--- config.mk ---
export PLATFORM = sky130hd
export DESIGN_NAME = cmdgap_top
export DESIGN_NICKNAME = d
export VERILOG_FILES = /design/src/rtl/cmdgap_pkg.sv /design/src/rtl/cmdgap_event_classify.sv /design/src/rtl/cmdgap_elapsed_counter.sv /design/src/rtl/cmdgap_line_tracker.sv /design/src/rtl/cmdgap_top.sv
export SDC_FILE = /design/constraint.sdc
export NUM_CORES = 1
export LEC_CHECK = 0
export CORE_UTILIZATION = 24
export CTS_CLUSTER_SIZE = 25
export DETAILED_ROUTE_END_ITERATION = 10
export GPL_TIMING_DRIVEN = 0
export PLACE_DENSITY = 0.51
export SYNTH_ARGS = -nofsm -noshare
export SYNTH_HDL_FRONTEND = slang
export SYNTH_SLANG_ARGS = --single-unit
--- constraint.sdc ---
create_clock -name clk -period 1.8 [get_ports clk]
set_clock_uncertainty 0.1 [all_clocks]
set_input_delay 0.36 -clock clk [delete_from_list [all_inputs] [get_ports clk]]
set_output_delay 0.36 -clock clk [all_outputs]
set_load 0.005 [all_outputs]
--- src/rtl/cmdgap_pkg.sv ---
package cmdgap_pkg;

    // Kind of bus event that closed the most recent line activity.
    typedef enum logic [2:0] {
        EV_NONE           = 3'd0,
        EV_CMD_QUIET      = 3'd1,
        EV_CMD_ACQ_SILENT = 3'd2,
        EV_CMD_AWAIT      = 3'd3,
        EV_RSP            = 3'd4
    } bus_event_e;

    // Ownership state of the shared command line.
    typedef enum logic [1:0] {
        LINE_FREE      = 2'd0,
        LINE_AWAIT_RSP = 2'd1,
        LINE_SPACING   = 2'd2
    } line_state_e;

    // Gap in cycles demanded after a given event kind.
    function automatic int unsigned gap_for(
        input bus_event_e  ev,
        input int unsigned rsp_gap,
        input int unsigned cmd_gap,
        input int unsigned long_len
    );
        case (ev)
            EV_CMD_QUIET:      return cmd_gap;
            EV_CMD_ACQ_SILENT: return cmd_gap + long_len;
            EV_RSP:            return rsp_gap;
            default:           return 0;
        endcase
    endfunction

    // Largest gap any event may demand; sizes the counter.
    function automatic int unsigned max_gap(
        input int unsigned rsp_gap,
        input int unsigned cmd_gap,
        input int unsigned long_len
    );
        int unsigned cmd_worst;
        cmd_worst = cmd_gap + long_len;
        return (cmd_worst > rsp_gap) ? cmd_worst : rsp_gap;
    endfunction

endpackage

--- src/rtl/cmdgap_event_classify.sv ---
module cmdgap_event_classify
    import cmdgap_pkg::*;
#(
    parameter int unsigned RSP_GAP      = 8,
    parameter int unsigned CMD_GAP      = 8,
    parameter int unsigned LONG_RSP_LEN = 136,
    parameter int unsigned GAP_W        = 8
) (
    input  logic             cmd_done,
    input  logic             rsp_done,
    input  logic             no_rsp,
    input  logic             acq_silent,
    output bus_event_e       ev_o,
    output logic [GAP_W-1:0] gap_o
);

    // A command end outranks a simultaneous response end.
    // The silent flag only counts for a command expecting no reply.
    always_comb begin
        ev_o = EV_NONE;
        if (cmd_done) begin
            if (!no_rsp)        ev_o = EV_CMD_AWAIT;
            else if (acq_silent) ev_o = EV_CMD_ACQ_SILENT;
            else                 ev_o = EV_CMD_QUIET;
        end else if (rsp_done) begin
            ev_o = EV_RSP;
        end
    end

    always_comb begin
        gap_o = GAP_W'(gap_for(ev_o, RSP_GAP, CMD_GAP, LONG_RSP_LEN));
    end

endmodule

--- src/rtl/cmdgap_elapsed_counter.sv ---
module cmdgap_elapsed_counter #(
    parameter int unsigned GAP_W = 8
) (
    input  logic             clk,
    input  logic             rst,
    input  logic             restart,
    input  logic [GAP_W-1:0] limit_i,
    output logic             reached_o
);

    logic [GAP_W-1:0] elapsed_q;

    // The strobe cycle itself is the first cycle of the gap, so a restart
    // loads one. The count saturates at the limit.
    always_ff @(posedge clk) begin
        if (rst) begin
            elapsed_q <= '0;
        end else if (restart) begin
            elapsed_q <= GAP_W'(1);
        end else if (elapsed_q < limit_i) begin
            elapsed_q <= elapsed_q + GAP_W'(1);
        end
    end

    assign reached_o = (elapsed_q >= limit_i);

    // a restart always brings the count back to its first step.
    assert_restart_reloads_R7: assert property (@(posedge clk) disable iff (rst)
        restart |=> (elapsed_q == GAP_W'(1)));

    // the count never runs past the limit it was given.
    assert_no_overrun_R5: assert property (@(posedge clk) disable iff (rst)
        (elapsed_q <= limit_i) || $past(restart));

endmodule

--- src/rtl/cmdgap_line_tracker.sv ---
module cmdgap_line_tracker
    import cmdgap_pkg::*;
#(
    parameter int unsigned GAP_W = 8
) (
    input  logic             clk,
    input  logic             rst,
    input  bus_event_e       ev_i,
    input  logic [GAP_W-1:0] gap_i,
    input  logic             reached_i,
    output logic             restart_o,
    output logic [GAP_W-1:0] limit_o,
    output logic             ready_o
);

    line_state_e      state_q;
    logic [GAP_W-1:0] limit_q;
    logic             any_ev;

    assign any_ev    = (ev_i != EV_NONE);
    assign restart_o = (ev_i == EV_CMD_QUIET) || (ev_i == EV_CMD_ACQ_SILENT) ||
                       (ev_i == EV_RSP);
    assign limit_o   = limit_q;

    always_ff @(posedge clk) begin
        if (rst) begin
            state_q <= LINE_FREE;
            limit_q <= '0;
        end else begin
            unique case (ev_i)
                EV_CMD_AWAIT: state_q <= LINE_AWAIT_RSP;
                EV_CMD_QUIET, EV_CMD_ACQ_SILENT, EV_RSP: begin
                    state_q <= LINE_SPACING;
                    limit_q <= gap_i;
                end
                default: begin
                    if (state_q == LINE_SPACING && reached_i)
                        state_q <= LINE_FREE;
                end
            endcase
        end
    end

    assign ready_o = !any_ev &&
                     ((state_q == LINE_FREE) ||
                      (state_q == LINE_SPACING && reached_i));

    // while a reply is awaited, the line stays closed without a new strobe.
    assert_await_holds_R6: assert property (@(posedge clk) disable iff (rst)
        (state_q == LINE_AWAIT_RSP && !any_ev) |=> !ready_o || any_ev);

    // the first quiet cycle after reset grants the line.
    assert_free_after_reset_R1: assert property (@(posedge clk)
        ($past(rst) && !rst && !any_ev) |-> ready_o);

endmodule

--- src/rtl/cmdgap_top.sv ---
module cmdgap_top
    import cmdgap_pkg::*;
#(
    parameter int unsigned RSP_GAP      = 8,
    parameter int unsigned CMD_GAP      = 8,
    parameter int unsigned LONG_RSP_LEN = 136
) (
    input  logic clk,
    input  logic rst,
    input  logic cmd_done_i,
    input  logic rsp_done_i,
    input  logic no_rsp_i,
    input  logic acq_silent_i,
    output logic issue_ok_o
);

    localparam int unsigned WORST_GAP = max_gap(RSP_GAP, CMD_GAP, LONG_RSP_LEN);
    localparam int unsigned GAP_W     = $clog2(WORST_GAP + 1);

    bus_event_e       ev;
    logic [GAP_W-1:0] gap;
    logic [GAP_W-1:0] limit;
    logic             restart;
    logic             reached;

    cmdgap_event_classify #(
        .RSP_GAP      (RSP_GAP),
        .CMD_GAP      (CMD_GAP),
        .LONG_RSP_LEN (LONG_RSP_LEN),
        .GAP_W        (GAP_W)
    ) u_classify (
        .cmd_done   (cmd_done_i),
        .rsp_done   (rsp_done_i),
        .no_rsp     (no_rsp_i),
        .acq_silent (acq_silent_i),
        .ev_o       (ev),
        .gap_o      (gap)
    );

    cmdgap_line_tracker #(
        .GAP_W (GAP_W)
    ) u_tracker (
        .clk       (clk),
        .rst       (rst),
        .ev_i      (ev),
        .gap_i     (gap),
        .reached_i (reached),
        .restart_o (restart),
        .limit_o   (limit),
        .ready_o   (issue_ok_o)
    );

    cmdgap_elapsed_counter #(
        .GAP_W (GAP_W)
    ) u_counter (
        .clk       (clk),
        .rst       (rst),
        .restart   (restart),
        .limit_i   (limit),
        .reached_o (reached)
    );

    // any end strobe at the ports closes the line in that very cycle.
    assert_closed_on_strobe_R2: assert property (@(posedge clk) disable iff (rst)
        (cmd_done_i || rsp_done_i) |-> !issue_ok_o);

    // an open line stays open while no strobe arrives.
    assert_stays_open_R10: assert property (@(posedge clk) disable iff (rst)
        (issue_ok_o && !cmd_done_i && !rsp_done_i) |=> issue_ok_o || cmd_done_i || rsp_done_i);

endmodule

==> impl_table.tex <==
\begin{tabular}{lr}
\hline
Metric & Value \\
\hline
\multicolumn{2}{l}{\textbf{Place}} \\
GPL Wtd Cong & 0.695 \\
Input/output buffers & 5 \\
Placed inst area & 756 µm² \\
Cells after DPL & 111 \\
HPWL Detailed & approximately 970 µm \\
\multicolumn{2}{l}{\textbf{CTS}} \\
Clock root buffer & clkbuf\_4 \\
Sink count of the clock tree & 12 \\
Clock transition at the register clock pins on the worst setup and hold paths after CTS & 0.07 ns \\
Number of buffers created by CTS & 3 \\
Later-pin clock latency in the skew report & approximately 0.26 ns \\
H-Tree Depth & 1 \\
CTS tree & built \\
Count of hold-fix buffers inserted at cts & 0 \\
Clk buf depth & 2 \\
\multicolumn{2}{l}{\textbf{STA}} \\
Count of final max-slew check failures & 0 \\
Final Cycle Share & 1.28 \\
Setup total negative slack & -1.00 ns \\
Final hold viol count & 0 \\
Final Critical Period & 2.31 ns \\
Setup slack of the critical path after layout & -0.509 ns \\
Top achievable clock speed & 0.433 GHz \\
Slew at the pin closest to its max-slew limit & around 0.52 ns \\
Setup repair after global routing missed its margin & true \\
Final setup violation count & 9 \\
Headroom to the max-slew limit & 0.651 \\
Worst Hold Margin & 0.378 ns \\
\multicolumn{2}{l}{\textbf{Synthesis}} \\
Largest area contributor in the synthesized netlist & dfxtp\_1 \\
Asr flop ratio synth & 0 \\
Post-synth EDFFs & 0 \\
Yosys warns & 0 \\
Area contributors post-synth & dfxtp\_1 (38\%), ha\_1 (9.8\%), or3\_1 (5.9\%) \\
Synthesized area & $\sim$640 µm² \\
Main synth FF type & dfxtp\_1 \\
Synth unique cells & 27 \\
Net count after synthesis & between 80 and 90 \\
Synth Instances & 76 \\
Register bit total from synthesis & 12 \\
Avg Cell Area, Syn & approximately 8.4 µm² \\
Sequential element share of the synthesized area & 0.375 \\
Share of the synthesized area in the top cell type & 0.375 \\
\multicolumn{2}{l}{\textbf{Die}} \\
Starting density of the core & 0.256 \\
Row count & 18 \\
Die height & 53.7 µm \\
Die boundary width & 53.7 µm \\
I/O pin count & 7 \\
Placeable core region & about 0.0025 mm² \\
Overall die area & approximately 0.0029 mm² \\
\multicolumn{2}{l}{\textbf{Detailed routing}} \\
\# DRC & 0 \\
Amount of wire on met3 after detailed routing & 0 µm \\
Sum of routed wire segments on met1 & roughly 630 µm \\
Average wire length per cell after detail routing & $\sim$11 µm \\
Number of detailed-route iterations in the first pass & 3 \\
Drt first-iter violations & 9 \\
Vias per Instance & 4.98 \\
Met2 WL post-DR & a little under 700 µm \\
Final wirelength & $\sim$1300 µm \\
Overall via count from detail\_route & around 580 \\
Remaining number of nets flagged by the antenna check after routing & 0 \\
Topmost layer with routed signal wires & met2 \\
\multicolumn{2}{l}{\textbf{Critical path}} \\
Delay contributed by the slowest stage of the critical path & 0.34 ns \\
Endpoint arrival time on the critical path & roughly 1.9 ns \\
Worst setup path category & flip-flop to primary output \\
Critical path startpoint category & flip-flop \\
Cell-by-cell listing of the critical path & inv\_2 -> ha\_4 -> nor4bb\_4 -> a211oi\_2 -> a2111oi\_2 -> buf\_2 \\
Maximum fanout count along the critical path & 2 \\
Required time of the worst setup path & 1.34 ns \\
Max stage delay cell, worst path & dfxtp\_2 \\
Critical path endpoint category & primary output \\
Number of buffers and inverters on the critical path & 2 \\
Kind of cell adding the most delay to the critical path & compound AO/OA/AOI/OAI gates \\
\multicolumn{2}{l}{\textbf{Layout}} \\
Area growth, synth to finish & 30.1\% \\
Ratio of cells with drive above 1 in the final layout & 0.233 \\
Number of non-filler instances in the completed layout & 116 \\
Commonest non-fill, non-tap cells in the layout & dfxtp\_1 (10), nor2\_1 (7), inv\_1 (5), or3\_1 (5) \\
Diodes inserted & 0 \\
Final design instance area without fill & roughly 830 µm² \\
Number of filler instances in the final layout & roughly 260 \\
Final core utilization & 0.333 \\
Number of nets in the finished design & 99 \\
Leading cell type in the layout, fill and taps excluded & dfxtp\_1 \\
\multicolumn{2}{l}{\textbf{Global routing}} \\
Maximum number of pins on one net before global-route repair & 9 \\
Vias in the first global route & around 530 \\
Initial antenna violation count & 0 \\
Global-route wire length before repair & between 2000 and 2500 µm \\
Global-route usage over all layers & 0.110 \\
Total gr overflow & 0 \\
\multicolumn{2}{l}{\textbf{Pwr}} \\
Power per cell area & 655 mW/mm² \\
Static leakage power & a little under 0.0003 µW \\
VDD IR-drop max & between 0.0002 and 0.00025 V \\
\multicolumn{2}{l}{\textbf{Outcome}} \\
Status & complete, but fails checks \\
Failing checks & negative setup slack \\
\multicolumn{2}{l}{\textbf{Flow run}} \\
Maximum capacitance violations & 0 \\
\multicolumn{2}{l}{\textbf{Min path}} \\
Path category of the worst min-delay check & input pin to flip-flop \\
\hline
\end{tabular}
==> through the flow <==
stage                     setup WS [ns]  total power [µW]
after floorplan                 -0.0311               351
after global placement           -0.599               379
after detailed placement         -0.657               381
after CTS                        -0.533               560
after global routing             -0.611               584
final                            -0.509               545
==> metal layers <==
layer	GRT usage	vias to the layer above
met5	0	-
met4	0.0789	0
met3	0.0169	0
met2	0.179	0
met1	0.129	277
li1	-	301
==> state kept, by name, summed over array words and instances (netlist names) <==
signal and count:
u_counter.elapsed_q 8, u_tracker.state_q 2, u_tracker.limit_o 2
==> worst reg2reg max path, stage by stage (launching register included) <==
cell      delay, ns
dfxtp_2        0.34
inv_2          0.06
ha_1           0.29
nor4bb_4       0.16
a211o_1        0.35
buf_6          0.16
or3_1          0.32
a21oi_2        0.11
==> cell type report <==
type / count / area [µm²] / area share
Tap cell: 30 / 37.5 / 0.0450
Clock buffer: 3 / 22.5 / 0.0270
Buffer: 3 / 18.8 / 0.0225
Sequential cell: 12 / 243 / 0.291
Multi-Input combinational cell: 55 / 425 / 0.511
Inverter: 6 / 22.5 / 0.0270
Timing Repair Buffer: 7 / 63.8 / 0.0766
==> cells in the mapped netlist, drive strengths merged, types with 2 or more instances <==
cell type and instances:
a21oi 7, clkbuf 2, dfxtp 12, ha 5
inv 6, nand2 2, nand4 3, nor2 7
nor3 2, o21ai 7, o31a 2, or3 6
==> where the power goes <==
| group | total [µW] | switching (µW) | internal, µW |
|---|---|---|---|
| Sequential | 285 | 9.30 | 275 |
| Combinational | 105 | 49.6 | 55.2 |
| Clock | 156 | 78.9 | 77.2 |
| Total | 545 | 138 | 408 |
==> path summary, 6_finish.rpt <==
kind / start / to / slack, ns / cells after the start
setup / recovery: u_tracker.limit_o[4] / issue_ok_o / -0.51 / 6
hold / removal: cmd_done_i / u_tracker.state_q[0] / 0.38 / 3
setup reg to reg: u_tracker.limit_o[4] / u_counter.elapsed_q[6] / -0.15 / 7
hold reg to reg: u_tracker.limit_o[3] / u_tracker.limit_o[3] / 0.40 / 2
==> timing repair <==
| action | CTS | global route |
|---|---|---|
| cloned | 1 | 0 |
| setup endpoints to repair | 9 | 9 |
| pin swaps | 13 | 3 |
| resized for setup | 11 | 6 |
| hold endpoints to repair | 0 | 0 |
| buffers inserted | 1 | 0 |
==> kinds of logic (layout without fill, tap and decap cells) <==
| family | Yosys count | count (layout) | share of synthesized area |
|---|---|---|---|
| DFF | 12 | 12 | 0.375 |
| and+or+nand+nor | 26 | 26 | 0.219 |
| adders and majority gates | 5 | 5 | 0.0977 |
| muxes | 1 | 1 | 0.0156 |
| xor gates and xnor gates | 1 | 1 | 0.0137 |
| AOI/OAI and AO/OA | 22 | 22 | 0.215 |
| buffers and inverters | 9 | 19 | 0.0645 |
(Power assumes the default switching activity.)
